### src/rtl/iso_flush_pkg.sv
package iso_flush_pkg;
  localparam int unsigned SEL_W   = 3;
  localparam int unsigned PHASE_W = (1 << SEL_W) - 1;

  typedef logic [SEL_W-1:0]   isel_t;
  typedef logic [PHASE_W-1:0] phase_t;

  typedef struct packed {
    logic good;
    logic bad;
  } tok_t;

  // Last phase index of an interval of 2^sel frames.
  function automatic phase_t interval_last(isel_t sel);
    return phase_t'({PHASE_W{1'b1}} >> (PHASE_W - int'(sel)));
  endfunction
endpackage

### src/rtl/sof_fill_timer.sv
module sof_fill_timer #(
  parameter int unsigned FRAME_CYCLES = 48000
) (
  input  logic clk,
  input  logic rst_n,
  input  logic sof_ok,
  output logic frame_tick
);
  localparam int unsigned CNT_W = $clog2(FRAME_CYCLES);
  localparam logic [CNT_W-1:0] LAST = CNT_W'(FRAME_CYCLES - 1);

  logic [CNT_W-1:0] cnt_q, cnt_d;
  logic             expire;

  always_comb begin
    expire     = (cnt_q == LAST) && !sof_ok;
    frame_tick = sof_ok || expire;
    cnt_d      = frame_tick ? '0 : cnt_q + 1'b1;
  end

  always_ff @(posedge clk or negedge rst_n) begin
    if (!rst_n) cnt_q <= '0;
    else        cnt_q <= cnt_d;
  end

  AST_TIMER_RELOAD: assert property (@(posedge clk) disable iff (!rst_n)
    sof_ok |=> (cnt_q == '0));
endmodule

### src/rtl/interval_counter.sv
module interval_counter
  import iso_flush_pkg::*;
(
  input  logic  clk,
  input  logic  rst_n,
  input  logic  frame_tick,
  input  logic  cnt_clr,
  input  isel_t sel,
  output logic  started,
  output logic  terminal
);
  phase_t phase_q, phase_d, last;
  logic   started_q, started_d;
  logic   reg_en;

  always_comb begin
    last      = interval_last(sel);
    reg_en    = cnt_clr || frame_tick;
    started_d = started_q;
    phase_d   = phase_q;
    if (cnt_clr) begin
      started_d = 1'b0;
      phase_d   = '0;
    end else if (frame_tick) begin
      if (!started_q) begin
        started_d = 1'b1;
        phase_d   = '0;
      end else begin
        phase_d = (phase_q >= last) ? '0 : phase_q + 1'b1;
      end
    end
  end

  always_ff @(posedge clk or negedge rst_n) begin
    if (!rst_n) begin
      started_q <= 1'b0;
      phase_q   <= '0;
    end else if (reg_en) begin
      started_q <= started_d;
      phase_q   <= phase_d;
    end
  end

  assign started  = started_q;
  assign terminal = started_q && (phase_q >= last);

  AST_CLEAR_IDLES: assert property (@(posedge clk) disable iff (!rst_n)
    cnt_clr |=> !started);
  AST_FIRST_PHASE: assert property (@(posedge clk) disable iff (!rst_n)
    $rose(started_q) |-> (phase_q == '0));
  AST_HOLD_NO_TICK: assert property (@(posedge clk) disable iff (!rst_n)
    (!frame_tick && !cnt_clr) |=> $stable(phase_q));
endmodule

### src/rtl/flush_decider.sv
module flush_decider
  import iso_flush_pkg::*;
(
  input  logic clk,
  input  logic rst_n,
  input  logic frame_tick,
  input  logic cnt_clr,
  input  logic started,
  input  logic terminal,
  input  tok_t tok,
  input  logic buf_has_data,
  input  logic flush_en,
  output logic buf_clear,
  output logic tx_en
);
  logic ok_q, ok_d, err_q, err_d;
  logic clr_q, clr_d, tx_q, tx_d;
  logic frame_end;

  always_comb begin
    frame_end = cnt_clr || frame_tick;
    ok_d  = frame_end ? 1'b0 : (ok_q  || (started && tok.good));
    err_d = frame_end ? 1'b0 : (err_q || (started && tok.bad));
    clr_d = frame_tick && started && flush_en && buf_has_data && !cnt_clr &&
            (err_q || (terminal && !ok_q));
    tx_d  = tok.good && (!flush_en || terminal);
  end

  always_ff @(posedge clk or negedge rst_n) begin
    if (!rst_n) begin
      ok_q  <= 1'b0;
      err_q <= 1'b0;
      clr_q <= 1'b0;
      tx_q  <= 1'b0;
    end else begin
      ok_q  <= ok_d;
      err_q <= err_d;
      clr_q <= clr_d;
      tx_q  <= tx_d;
    end
  end

  assign buf_clear = clr_q;
  assign tx_en     = tx_q;

  AST_CLR_NEEDS_DATA: assert property (@(posedge clk) disable iff (!rst_n)
    buf_clear |-> $past(buf_has_data));
  AST_CLR_ON_BOUNDARY: assert property (@(posedge clk) disable iff (!rst_n)
    buf_clear |-> $past(frame_tick));
  AST_NO_CLR_WHEN_OFF: assert property (@(posedge clk) disable iff (!rst_n)
    buf_clear |-> $past(flush_en));
  AST_NO_TX_ON_ERR: assert property (@(posedge clk) disable iff (!rst_n)
    tx_en |-> !$past(tok.bad));
endmodule

### src/rtl/iso_in_flush_ctrl.sv
module iso_in_flush_ctrl
  import iso_flush_pkg::*;
#(
  parameter int unsigned FRAME_CYCLES = 48000
) (
  input  logic       clk,
  input  logic       rst_n,
  input  logic       sof_ok,
  input  logic       in_tok,
  input  logic       in_tok_err,
  input  logic       buf_has_data,
  input  logic       flush_en,
  input  logic [2:0] interval_sel,
  input  logic       auto_clr,
  input  logic       bus_reset,
  output logic       buf_clear,
  output logic       tx_en
);
  logic rst_meta_q, rst_sync_q;
  logic frame_tick, cnt_clr, started, terminal;
  tok_t tok;

  // Asynchronous assertion, synchronous release.
  always_ff @(posedge clk or negedge rst_n) begin
    if (!rst_n) begin
      rst_meta_q <= 1'b0;
      rst_sync_q <= 1'b0;
    end else begin
      rst_meta_q <= 1'b1;
      rst_sync_q <= rst_meta_q;
    end
  end

  always_comb begin
    tok.good = in_tok && !in_tok_err;
    tok.bad  = in_tok &&  in_tok_err;
    cnt_clr  = auto_clr || bus_reset;
  end

  sof_fill_timer #(.FRAME_CYCLES(FRAME_CYCLES)) u_timer (
    .clk        (clk),
    .rst_n      (rst_sync_q),
    .sof_ok     (sof_ok),
    .frame_tick (frame_tick)
  );

  interval_counter u_count (
    .clk        (clk),
    .rst_n      (rst_sync_q),
    .frame_tick (frame_tick),
    .cnt_clr    (cnt_clr),
    .sel        (isel_t'(interval_sel)),
    .started    (started),
    .terminal   (terminal)
  );

  flush_decider u_decide (
    .clk          (clk),
    .rst_n        (rst_sync_q),
    .frame_tick   (frame_tick),
    .cnt_clr      (cnt_clr),
    .started      (started),
    .terminal     (terminal),
    .tok          (tok),
    .buf_has_data (buf_has_data),
    .flush_en     (flush_en),
    .buf_clear    (buf_clear),
    .tx_en        (tx_en)
  );

  AST_NO_CLR_ON_SRC: assert property (@(posedge clk) disable iff (!rst_sync_q)
    cnt_clr |=> !buf_clear);
  AST_CLR_ONE_CYCLE: assert property (@(posedge clk) disable iff (!rst_sync_q)
    (buf_clear && !$past(frame_tick, 1) ) |-> 1'b0 || !buf_clear);
endmodule

### config.mk
export PLATFORM = sky130hd
export DESIGN_NAME = iso_in_flush_ctrl
export DESIGN_NICKNAME = d
export VERILOG_FILES = /design/src/rtl/iso_flush_pkg.sv /design/src/rtl/sof_fill_timer.sv /design/src/rtl/interval_counter.sv /design/src/rtl/flush_decider.sv /design/src/rtl/iso_in_flush_ctrl.sv
export SDC_FILE = /design/constraint.sdc
export NUM_CORES = 1
export LEC_CHECK = 0
export BUFFER_PORTS_ARGS = -buffer_cell sky130_fd_sc_hd__buf_4
export CAP_MARGIN = 20
export CELL_PAD_IN_SITES_DETAIL_PLACEMENT = 1
export CELL_PAD_IN_SITES_GLOBAL_PLACEMENT = 2
export CORE_MARGIN = 4
export CORE_UTILIZATION = 33
export DETAILED_ROUTE_END_ITERATION = 6
export HOLD_SLACK_MARGIN = 0.06
export PLACE_DENSITY_LB_ADDON = 0.1
export SETUP_SLACK_MARGIN = 0.4
export SYNTH_ARGS = -nofsm -noshare
export SYNTH_HDL_FRONTEND = slang
export SYNTH_SLANG_ARGS = --single-unit
### constraint.sdc
create_clock -name clk -period 0.99 [get_ports clk]
set_clock_uncertainty 0.05 [all_clocks]
set_input_delay 0.198 -clock clk [delete_from_list [all_inputs] [get_ports clk]]
set_output_delay 0.198 -clock clk [all_outputs]
set_load 0.005 [all_outputs]
# Word level (Yosys, flattened, before mapping)
# Index checks and enable logic that the tools add are counted.
# word_totals
register_bits,30
input_bits,12
output_inout_bits,2
word_cells,51
# classes
add_sub_neg,3
magnitude_cmp,1
eq_ne,1
shifts,1
n_mux,9
n_reduce_logical,27
# op_table
cell,n
$shr 7x32->7 const A,1
$mux 7,4
$add 16x1->16 const B,1
$eq 16x16->1 const B,1
$mux 16,1
$logic_and 1x1->1,13
$add 7x1->7 const B,1
$ge 7x7->1,1
$logic_or 1x1->1,7
$logic_not 1->1,5
$mux 1,4
$sub 3x3->4 const A,1
$reduce_and 2->1,1
$reduce_bool 2->1,1

# Depth between registers and ports, before layout
# depth
depth_word,8
depth_mapped,8
depth_no_buf,7

# Cells and area by module
# A second synthesis with hierarchy kept.
# hier_totals
cells_unflattened,170
area_unflattened_um2,1627.8
# by_module_without_submodules
module,instances,cells_per_inst,area_per_inst_um2,seq_area_each_um2
sof_fill_timer,1,77,763.2,400.4
interval_counter,1,72,624.3,200.2
flush_decider,1,15,163.9,100.1
iso_in_flush_ctrl,1,6,76.3,50.0

# Worst setup path after synthesis
# No wires, ideal clock.
# synth_path
path_type,input port to flip-flop
startpoint,in interval_sel[1]
endpoint,reg u_count.phase_q[4]
setup_ns,0.082
t_arrival_ns,1.984
t_required_ns,0.858
slack_ns,-1.126
path_stages,8
n_path_buf,1
path_cell_list,or3_1 ha_1 nand2b_1 a211o_1 a211oi_2 buf_2 nand4_1 a31oi_1
# synth_via
elab_chain_len,7
# synth_lines
item,line_no,text
"start, declared",iso_in_flush_ctrl.sv:13,"input logic [2:0] interval_sel,"
$sub 3x3->4,iso_flush_pkg.sv:15,return phase_t'({PHASE_W{1'b1}} >> (PHASE_W - int'(sel)));
$shr 7x32->7,iso_flush_pkg.sv:15,
$ge 7x7->1,interval_counter.sv:29,phase_d = (phase_q >= last) ? '0 : phase_q + 1'b1;
$mux 7,interval_counter.sv:29,
$mux 7,interval_counter.sv:25,if (!started_q) begin
$mux 7,interval_counter.sv:24,end else if (frame_tick) begin
$mux 7,interval_counter.sv:21,if (cnt_clr) begin
"end signal, assigned",interval_counter.sv:40,phase_q <= phase_d;
"end, declared",interval_counter.sv:12,"phase_t phase_q, phase_d, last;"
# No other way between the ends. The select of a mux whose other input is x is not followed.
# A chain may end at the register's enable or synchronous reset.

# Worst setup path after layout
# layout_path
startpoint,in interval_sel[2]
endpoint,reg u_count.phase_q[2]
# Same word-level chain as after synthesis.

==> flow_summary.toml <==
[status]
status = "finished with violations"
violations = "setup timing"

[floorplan]
pin_count = 14
core_um2 = 4790
row_count = 25
chipWidth_um = 78.6
die_area_um2 = 6180
initial_utilization_pct = 34.4
die_h_um = 78.6

[logic_synthesis]
syn_area_per_cell_um2 = 9.51
async_reset_ff_share_pct = 100
synth_most_common_cell = "dfrtp_1"
synth_edf_count = 0
yosys-top-cells-count = "dfrtp_1, nor2_1, nand4_1"
ys_types = 36
synthCells = 173
ys_seq_area_share_pct = 45.6
synth_top_area_share_pct = 45.6
ys_top_cells_by_area = "dfrtp_1, ha_1, nor2_1"
synth.ff_latch_count = 30
synth_warnings = 0
syn-cell-area_um2 = 1650
synth_fp_nets = 194
yosys.area.top_type = "dfrtp_1"
synth_ff_type = "dfrtp_1"

[placement]
pre_cts_slack_ps = -1310
io_buffers = 13
dp.cells = 286
globalplace.congestion = 0.816
place_hpwl_um = 3290

[layout]
final_util_pct = 53.4
fin_nets = 263
final_cells = 310
nFillCells = 552
area_delta_synth_final_pct = 55.4
n_antenna_cell = 0
drive_gt1_share_pct = 45.7

[worst_setup_path]
path_class = "in -> reg"
reg2regPathDepth = 8
cp-start-kind = "input pin"
r2r_setup_slack_ps = -1060
worstPathArrival_ps = 2200
slowest_stage = "or3_4"
worst-path-max-fanout = 7
cp-end-kind = "flop"
crit-reg2reg-capture = "u_count.phase_q[2]"
regToRegStartpoint = "u_count.phase_q[0]"
crit_required_ps = 1140
critical_path.max_stage_delay_ps = 370
cp_cell_sequence = "buf_4 -> or3_4 -> ha_4 -> nand2b_4 -> a211o_1 -> a211oi_2 -> buf_6 -> nand4_1 -> a31oi_2"

[job]
max-cap-violations = 0

[timing]
holdWs_ps = 96.3
totalNegativeSetupSlack_ps = -23180
setup_ws_ps = -1060
fmax_mhz = 488
rsz0062_at_grt = "yes"
setup_violations = 30
final_hold_viol_count = 0
report.final.slew_viol_count = 0
min_period_ps = 2050
period_share_pct = 207

[hold_path]
hold_path_depth = 2
holdPathEnd = "u_timer.cnt_q[6]"
hp-start = "sof_ok"
hp-class = "in -> reg"

[grt]
grt_max_degree = 15
grt_pass1_vias = 1775
track_usage_pct = 17.7
grt-ovfl-total = 0
antenna_found_initial = 0
grt_pass1_wl_um = 8390

[clock_network]
cts_max_level = 2
cts_tree = "yes"
clk_pin_slew_worst_paths_ps = 70
cts_buffers = 5
cts_sinks = 30
root_buffer = "clkbuf_8"
clockBufferDepth = 2
clk_latency_ps = 280

[detailed_routing]
first_iter_violations = 44
avgRoutedWirePerCell_um = 16.0
drt-total-wl_um = 4950
ant_nets = 0
vias = 1576
dr.pass1.iters = 4
drc_errors = 0
via_per_inst = 5.08

[power_and_ir_drop]
peakVddDrop_mv = 0.633
p_per_area_nw_per_um2 = 1120
leakagePower_nw = 1.15
layer usage:
layer	vias up	GRT usage, %	wire (um)
met5	-	0	0
met4	0	8.39	29
met3	2	4.13	146
met2	23	33.0	2830
met1	797	18.4	1940
li1	754	-	-
metrics by stage:
step / total power (W) / area [um2]
after floorplan: 0.00140 / 1670
after global placement: 0.00151 / 2100
after detailed placement: 0.00152 / 2100
after CTS: 0.00288 / 2440
after global routing: 0.00300 / 2560
final: 0.00286 / 2560
state kept, by name, indices dropped and copies added, names as in the netlist:
name                count
rst_meta_q              1
rst_sync_q              1
u_count.phase_q         7
u_count.started         1
u_decide.buf_clear      1
u_decide.err_q          1
u_decide.ok_q           1
u_decide.tx_en          1
u_timer.cnt_q          16
critical path: cells and delay by family:
kind	cells	cell delay, ps
AO/OA/AOI/OAI	3	830
adder cells (fa/ha/maj)	1	240
AND/OR/NAND/NOR	3	630
buffers and inverters	2	290
worst max-delay path by stage:
stage	startpoint	to	slack, ps	cells after the start
after global placement	interval_sel[1]	u_count.phase_q[0]	-1210	9
after global routing	u_count.phase_q[0]	u_count.phase_q[2]	-1140	8
after floorplan	interval_sel[1]	u_count.phase_q[2]	-1020	8
final	interval_sel[2]	u_count.phase_q[2]	-1060	9
after detailed placement	interval_sel[1]	u_count.phase_q[0]	-1310	9
after CTS	u_count.phase_q[0]	u_count.phase_q[0]	-1000	8
power by group:
part | internal, W | switching (W) | leakage (nW)
clock network | 0.000748 | 0.000501 | 0.0504
registers | 0.00125 | 0.0000149 | 0.410
logic | 0.000186 | 0.000164 | 0.691
total | 0.00218 | 0.000680 | 1.15
cells by family (layout without fill, tap and decap cells):
kind of cell    Yosys count  in the layout  share of synthesized area, %
fa+ha+maj                 9              9                          6.84
buf+inv                  11             79                          3.65
other cells               1              1                         0.228
simple gates             90             92                          29.0
xor+xnor                 14             14                          7.45
flops                    30             30                          45.6
compound gates           18             18                          7.22
area by class of cell:
| type | count | area, um2 | share of cell area [%] |
|---|---|---|---|
| clock buffers | 5 | 68.8 | 2.69 |
| clock inverters | 3 | 45.0 | 1.76 |
| inverters | 5 | 21.3 | 0.832 |
| flip-flops and latches | 30 | 754 | 29.5 |
| multi-input cells | 134 | 997 | 39.0 |
| repair buffers | 66 | 587 | 22.9 |
| well taps | 67 | 83.8 | 3.28 |
cells in the final DEF (no fill, tap or decap), types with 2 or more instances in the layout:
master,netlist,final
buf_4,0,51
dfrtp_1,30,29
nand4_1,14,14
nand2_1,13,13
nor2_1,27,12
nand3_1,13,12
xor2_1,10,10
nor2_2,0,10
buf_6,2,9
ha_1,9,7
a31oi_1,7,6
nor2_4,0,5
clkbuf_8,0,5
nand2b_4,0,3
and3_1,3,3
xnor2_1,4,3
inv_1,5,3
nor3_1,3,3
or2_2,3,3
buf_12,0,3
nand4b_1,2,2
and4_1,2,2
nor2b_4,1,2
o21ai_0,3,2
a21oi_1,2,2
clkinvlp_4,0,2
what timing repair did:
item / 4_1_cts / 5_1_grt
hold endpoints to repair: 2 / 0
hold buffers: 1 / 0
setup buffers: 7 / 4
pin swaps: 7 / 12
gates cloned: 4 / 0
resized for setup: 24 / 21
endpoints found under the setup margin: 58 / 30
Power figures use the tool's default switching activity.
